**src/rtl/strval_gen.sv**
```systemverilog
module strval_gen #(
  parameter int OPW   = 128,
  parameter int LENW  = 32,
  parameter int LANES = 16
) (
  input  logic             clk,
  input  logic             rst_n,
  input  logic             explicit_mode,
  input  logic             word_mode,
  input  logic [OPW-1:0]   op_a,
  input  logic [OPW-1:0]   op_b,
  input  logic [LENW-1:0]  len_a,
  input  logic [LENW-1:0]  len_b,
  output logic [LANES-1:0] valid_a,
  output logic [LANES-1:0] valid_b,
  output logic             eos_a,
  output logic             eos_b
);
  localparam int BW    = OPW / LANES;
  localparam int WL    = LANES / 2;
  localparam int CNTW  = $clog2(LANES + 1);
  localparam int MAGW  = LENW + 1;

  function automatic logic [LANES-1:0] zero_lanes(input logic [OPW-1:0] op, input logic wd);
    logic [LANES-1:0] z;
    z = '0;
    for (int i = 0; i < LANES; i++) begin
      if (!wd) z[i] = (op[i*BW +: BW] == '0);
      else if (i < WL) z[i] = (op[i*2*BW +: 2*BW] == '0);
    end
    return z;
  endfunction

  function automatic logic [CNTW-1:0] clamp_len(input logic [LENW-1:0] len, input logic [CNTW-1:0] cap);
    logic [MAGW-1:0] mag;
    mag = len[LENW-1] ? ({1'b0, ~len} + MAGW'(1)) : {1'b0, len};
    return (mag > MAGW'(cap)) ? cap : mag[CNTW-1:0];
  endfunction

  function automatic logic [LANES-1:0] therm(input logic [CNTW-1:0] n);
    logic [LANES-1:0] m;
    for (int i = 0; i < LANES; i++) m[i] = (CNTW'(i) < n);
    return m;
  endfunction

  function automatic logic [LANES-1:0] before_null(input logic [LANES-1:0] z, input logic [CNTW-1:0] cap);
    logic [LANES-1:0] m;
    logic alive;
    alive = 1'b1;
    for (int i = 0; i < LANES; i++) begin
      alive = alive & ~z[i];
      m[i]  = alive & (CNTW'(i) < cap);
    end
    return m;
  endfunction

  logic [CNTW-1:0]  cap;
  logic [CNTW-1:0]  eff_a, eff_b;
  logic [LANES-1:0] zr_a, zr_b;
  logic [LANES-1:0] va_n, vb_n;
  logic             ea_n, eb_n;

  assign cap   = word_mode ? CNTW'(WL) : CNTW'(LANES);
  assign eff_a = clamp_len(len_a, cap);
  assign eff_b = clamp_len(len_b, cap);
  assign zr_a  = zero_lanes(op_a, word_mode);
  assign zr_b  = zero_lanes(op_b, word_mode);
  assign va_n  = explicit_mode ? therm(eff_a) : before_null(zr_a, cap);
  assign vb_n  = explicit_mode ? therm(eff_b) : before_null(zr_b, cap);
  assign ea_n  = explicit_mode ? (eff_a < cap) : (|zr_a);
  assign eb_n  = explicit_mode ? (eff_b < cap) : (|zr_b);

  always_ff @(posedge clk or negedge rst_n) begin
    if (!rst_n) begin
      valid_a <= '0;
      valid_b <= '0;
      eos_a   <= 1'b0;
      eos_b   <= 1'b0;
    end else begin
      valid_a <= va_n;
      valid_b <= vb_n;
      eos_a   <= ea_n;
      eos_b   <= eb_n;
    end
  end

  logic primed;
  always_ff @(posedge clk or negedge rst_n) begin
    if (!rst_n) primed <= 1'b0;
    else        primed <= 1'b1;
  end

  assert_word_upper_zero_R1: assert property (@(posedge clk) disable iff (!rst_n)
    primed && word_mode |=> (valid_a[LANES-1:WL] == '0) && (valid_b[LANES-1:WL] == '0));

  assert_prefix_shape_R2: assert property (@(posedge clk) disable iff (!rst_n)
    primed |=> ((valid_a & (valid_a + LANES'(1))) == '0) && ((valid_b & (valid_b + LANES'(1))) == '0));

  assert_min_len_full_R3: assert property (@(posedge clk) disable iff (!rst_n)
    primed && explicit_mode && (len_a == {1'b1, {(LENW-1){1'b0}}}) |=> valid_a[0] && !eos_a);

  assert_flag_vs_top_lane_R4: assert property (@(posedge clk) disable iff (!rst_n)
    primed && explicit_mode && !word_mode |=> (eos_a == !valid_a[LANES-1]) && (eos_b == !valid_b[LANES-1]));

  assert_null_lane0_R5: assert property (@(posedge clk) disable iff (!rst_n)
    primed && !explicit_mode && !word_mode && (op_a[BW-1:0] == '0) |=> (valid_a == '0) && eos_a);

  assert_no_null_full_R6: assert property (@(posedge clk) disable iff (!rst_n)
    primed && !explicit_mode |=> (eos_a || valid_a[WL-1]) && (eos_b || valid_b[WL-1]));
endmodule

```
**config.mk**
```make
export PLATFORM = sky130hd
export DESIGN_NAME = strval_gen
export DESIGN_NICKNAME = d
export VERILOG_FILES = /design/src/rtl/strval_gen.sv
export SDC_FILE = /design/constraint.sdc
export NUM_CORES = 1
export LEC_CHECK = 0
export BUFFER_PORTS_ARGS = -buffer_cell sky130_fd_sc_hd__buf_2
export CORE_AREA = 4 4 138 140
export CTS_BUF_LIST = sky130_fd_sc_hd__clkbuf_8
export CTS_CLUSTER_DIAMETER = 50
export DETAILED_ROUTE_END_ITERATION = 8
export DIE_AREA = 0 0 142 144
export HOLD_SLACK_MARGIN = 0.05
export PLACE_DENSITY = 0.68
export SYNTH_ARGS = -nofsm -noshare
export SYNTH_HDL_FRONTEND = slang
export SYNTH_SLANG_ARGS = --single-unit
export TNS_END_PERCENT = 50
```
**constraint.sdc**
```tcl
create_clock -name clk -period 0.8 [get_ports clk]
set_input_delay 0.12 -clock clk [delete_from_list [all_inputs] [get_ports clk]]
set_output_delay 0.12 -clock clk [all_outputs]
set_load 0.005 [all_outputs]
```
==> key figures <==
STA
  – Final hold violation count: 0
  – Worst-Margin Slew: 559.0 ps
  – Slew Viols, Final: 0
  – Max Freq: 346.8 MHz
  – Slew headroom: 0.6177
  – Final setup margin: -2083 ps
  – RSZ-0062 raised after global routing: yes
  – Setup-failing EPs final: 68
  – Hold_ws: 219.8 ps
  – Fin crit period: 2883 ps
  – Crit share post-route: 3.604

Route
  – Drt first-iter violations: 492
  – Routed wire per std cell: 17.53 um
  – DRT Pass-1 Iters: 5
  – DRT antenna net count: 0
  – DRC: 0
  – Vias per Instance: 5.362
  – Routed vias: 8376
  – Post-Route WL: 27390 um

Layout
  – Layout cell share with drive strength beyond 1: 0.5743
  – Nets: 1663
  – Fin area: 9873 um^2
  – Post-layout util: 0.5534
  – Synth-to-Final Area Change: 100.9%

Logic synthesis
  – Post-synth ARST share: 1.000
  – Synth Net Count: 1039
  – Post-synth EDFFs: 0
  – Cell area after synthesis: 4915 um^2
  – Syn Inst Count: 707
  – Synth Register Bits: 34
  – Yosys warning count: 0
  – Seq/Total Area, Yosys: 0.1731
  – Ys flop type: dfrtp_1
  – Unique cell type count in the Yosys netlist: 71
  – Avg Cell Area, Syn: 6.952 um^2

Setup path
  – Critical Path AT: 3100 ps
  – Worst setup path class: primary input to flip-flop
  – Worst Setup Start Kind: primary input
  – Crit path from: len_a[13]
  – CP max FO: 4
  – Crit end category: flip-flop
  – WP data required: 1010 ps

Job
  – Max Cap Viol: 0

Clock tree
  – Clk buf depth: 2
  – TritonCTS buffer count: 5
  – H-tree depth: 2
  – Clock-pin slew of the registers on the worst-case setup and hold paths: 80 ps
  – CTS tree: yes
  – Clock Root Buffer: clkbuf_8
  – CTS Sinks: 34

Placed design
  – Port bufs: 357
  – Hpwl dp: 22770 um
  – Gpl congestion: 0.9841
  – Dpl ws: -2591 ps
  – DP Area: 8929 um^2

Floorplanning
  – Core Footprint: 17840 um^2
  – Die area: 20450 um^2
  – Die W: 142 um
  – Initial Utilization: 0.2755
  – DIE HEIGHT: 144 um
  – IO Count: 358
  – Cell row count: 49

GRT
  – First-pass GRT wire length: 39210 um
  – Initial antenna violation count: 3
  – Grt total ovfl: 0
  – Largest net degree at the start of global routing: 27
  – Total GRT Usage: 0.2391
  – Vias in the first global route: 7828

Pwr
  – Maximum vdd drop: 743.2 uV
  – Cell area power density: 729.6 nW/um^2
  – P_leak: 4.555 nW

Outcome
  – Failing checks: setup timing
  – Run status: finished, violations left

Min path
  – Hold Path Class: primary input to async pin
-- cell usage after synthesis (all sizes together), types with 7 or more instances --
library cell  instances  share of area
a211o                 7          0.012
a211oi                8          0.012
a21oi                29          0.030
a31oi                17          0.022
and2                  9          0.011
buf                  12          0.019
clkbuf               26          0.020
dfrtp                34           0.17
ha                    8          0.020
inv                  25          0.019
nand2                69          0.053
nand2b                7         0.0089
nand3                30          0.031
nand4                21          0.027
nor2                 57          0.044
nor2b                 7         0.0089
nor3                 42          0.043
nor4                 84           0.11
o211ai                8          0.012
o21ai                35          0.036
o221ai               11          0.020
or3                  11          0.014
or4                  25          0.038
xnor2                 8          0.014
-- power breakdown --
part / switching (mW) / total (mW) / internal, mW
registers: 0.0414 / 1.89 / 1.85
logic: 1.83 / 3.95 / 2.12
clock network: 0.684 / 1.37 / 0.683
total: 2.56 / 7.20 / 4.65
-- stage by stage --
step	total power, mW	std cells	setup TNS, ps
global placement	5.345	1517	-79660
detailed placement	5.374	1517	-81870
finish	7.204	1562	-70820
floorplan	3.166	707	-76290
CTS	7.002	1548	-69320
global route	7.648	1562	-75490
-- critical path, cell delays in order --
cell and delay, ps:
buf_2 110, or4_4 550, buf_4 170, nor4_1 300, and2_1 170, a211oi_1 60
buf_4 150, nor4_2 330, buf_4 170, nand3_1 140, nor2_4 140, nor2_1 50
ha_1 280, and2_4 160, a221oi_2 200
-- final cells by class --
cell class / instances / area (um^2)
clock inverters: 2 / 8.758
flip-flops and latches: 34 / 850.8
fillers: 1649 / 7968
inverters: 25 / 118.9
clock buffers: 6 / 82.58
diodes: 1 / 2.502
repair buffers: 655 / 4156
well taps: 229 / 286.5
multi-input cells: 610 / 4367
-- metal layers --
| layer | wire [um] | vias to the layer above | track usage | share of wire |
|---|---|---|---|---|
| met3 | 2315 | 57 | 0.04398 | 0.085 |
| met5 | 0 | - | 0 | 0 |
| met1 | 10650 | 3834 | 0.3002 | 0.39 |
| li1 | - | 4079 | - | - |
| met4 | 733 | 0 | 0.07172 | 0.027 |
| met2 | 13690 | 406 | 0.4176 | 0.50 |
-- path summary, 6_finish.rpt --
kind | endpoint | slack [ps] | depth (start not counted)
hold / removal | valid_b[15] | 220 | 2
min in group clk | valid_a[14] | 230 | 4
setup / recovery | eos_a | -2080 | 15
max in group asynchronous | valid_a[13] | 160 | 3
-- sequential cells by signal, summed over array words and instances (netlist names) --
| signal | cells |
|---|---|
| eos_b | 1 |
| valid_b | 16 |
| eos_a | 1 |
| valid_a | 16 |
-- kinds of logic after synthesis --
| logic type | after synthesis | share of synthesized area |
|---|---|---|
| xor gates and xnor gates | 13 | 0.02317 |
| AOI/OAI and AO/OA | 188 | 0.2729 |
| DFF | 34 | 0.1731 |
| buffers and inverters | 63 | 0.05754 |
| muxes | 3 | 0.006365 |
| and+or+nand+nor | 398 | 0.4465 |
| adders and majority gates | 8 | 0.02037 |
-- layout by cell type (no fill, tap or decap), drive strengths merged, types with 7 or more instances in the layout --
cell and n:
nor2 57, nand2b 7, xnor2 8, nor3 42
buf 654, or4 25, a211o 7, nand4 21
a31oi 17, inv 24, nand2 69, nor4 84
a21oi 29, nand3 30, ha 8, o211ai 8
o21ai 35, or3 11, a211oi 8, nor2b 7
dfrtp 34, o221ai 11, and2 9
-- what timing repair did --
item                                    CTS  global route
setup buffers                            22            14
endpoints found under the setup margin   68            68
hold buffers                              1             0
pin swaps                                35            20
endpoints found under the hold margin    34             0
resized for setup                        67            56
Power figures use the tool's default switching activity.
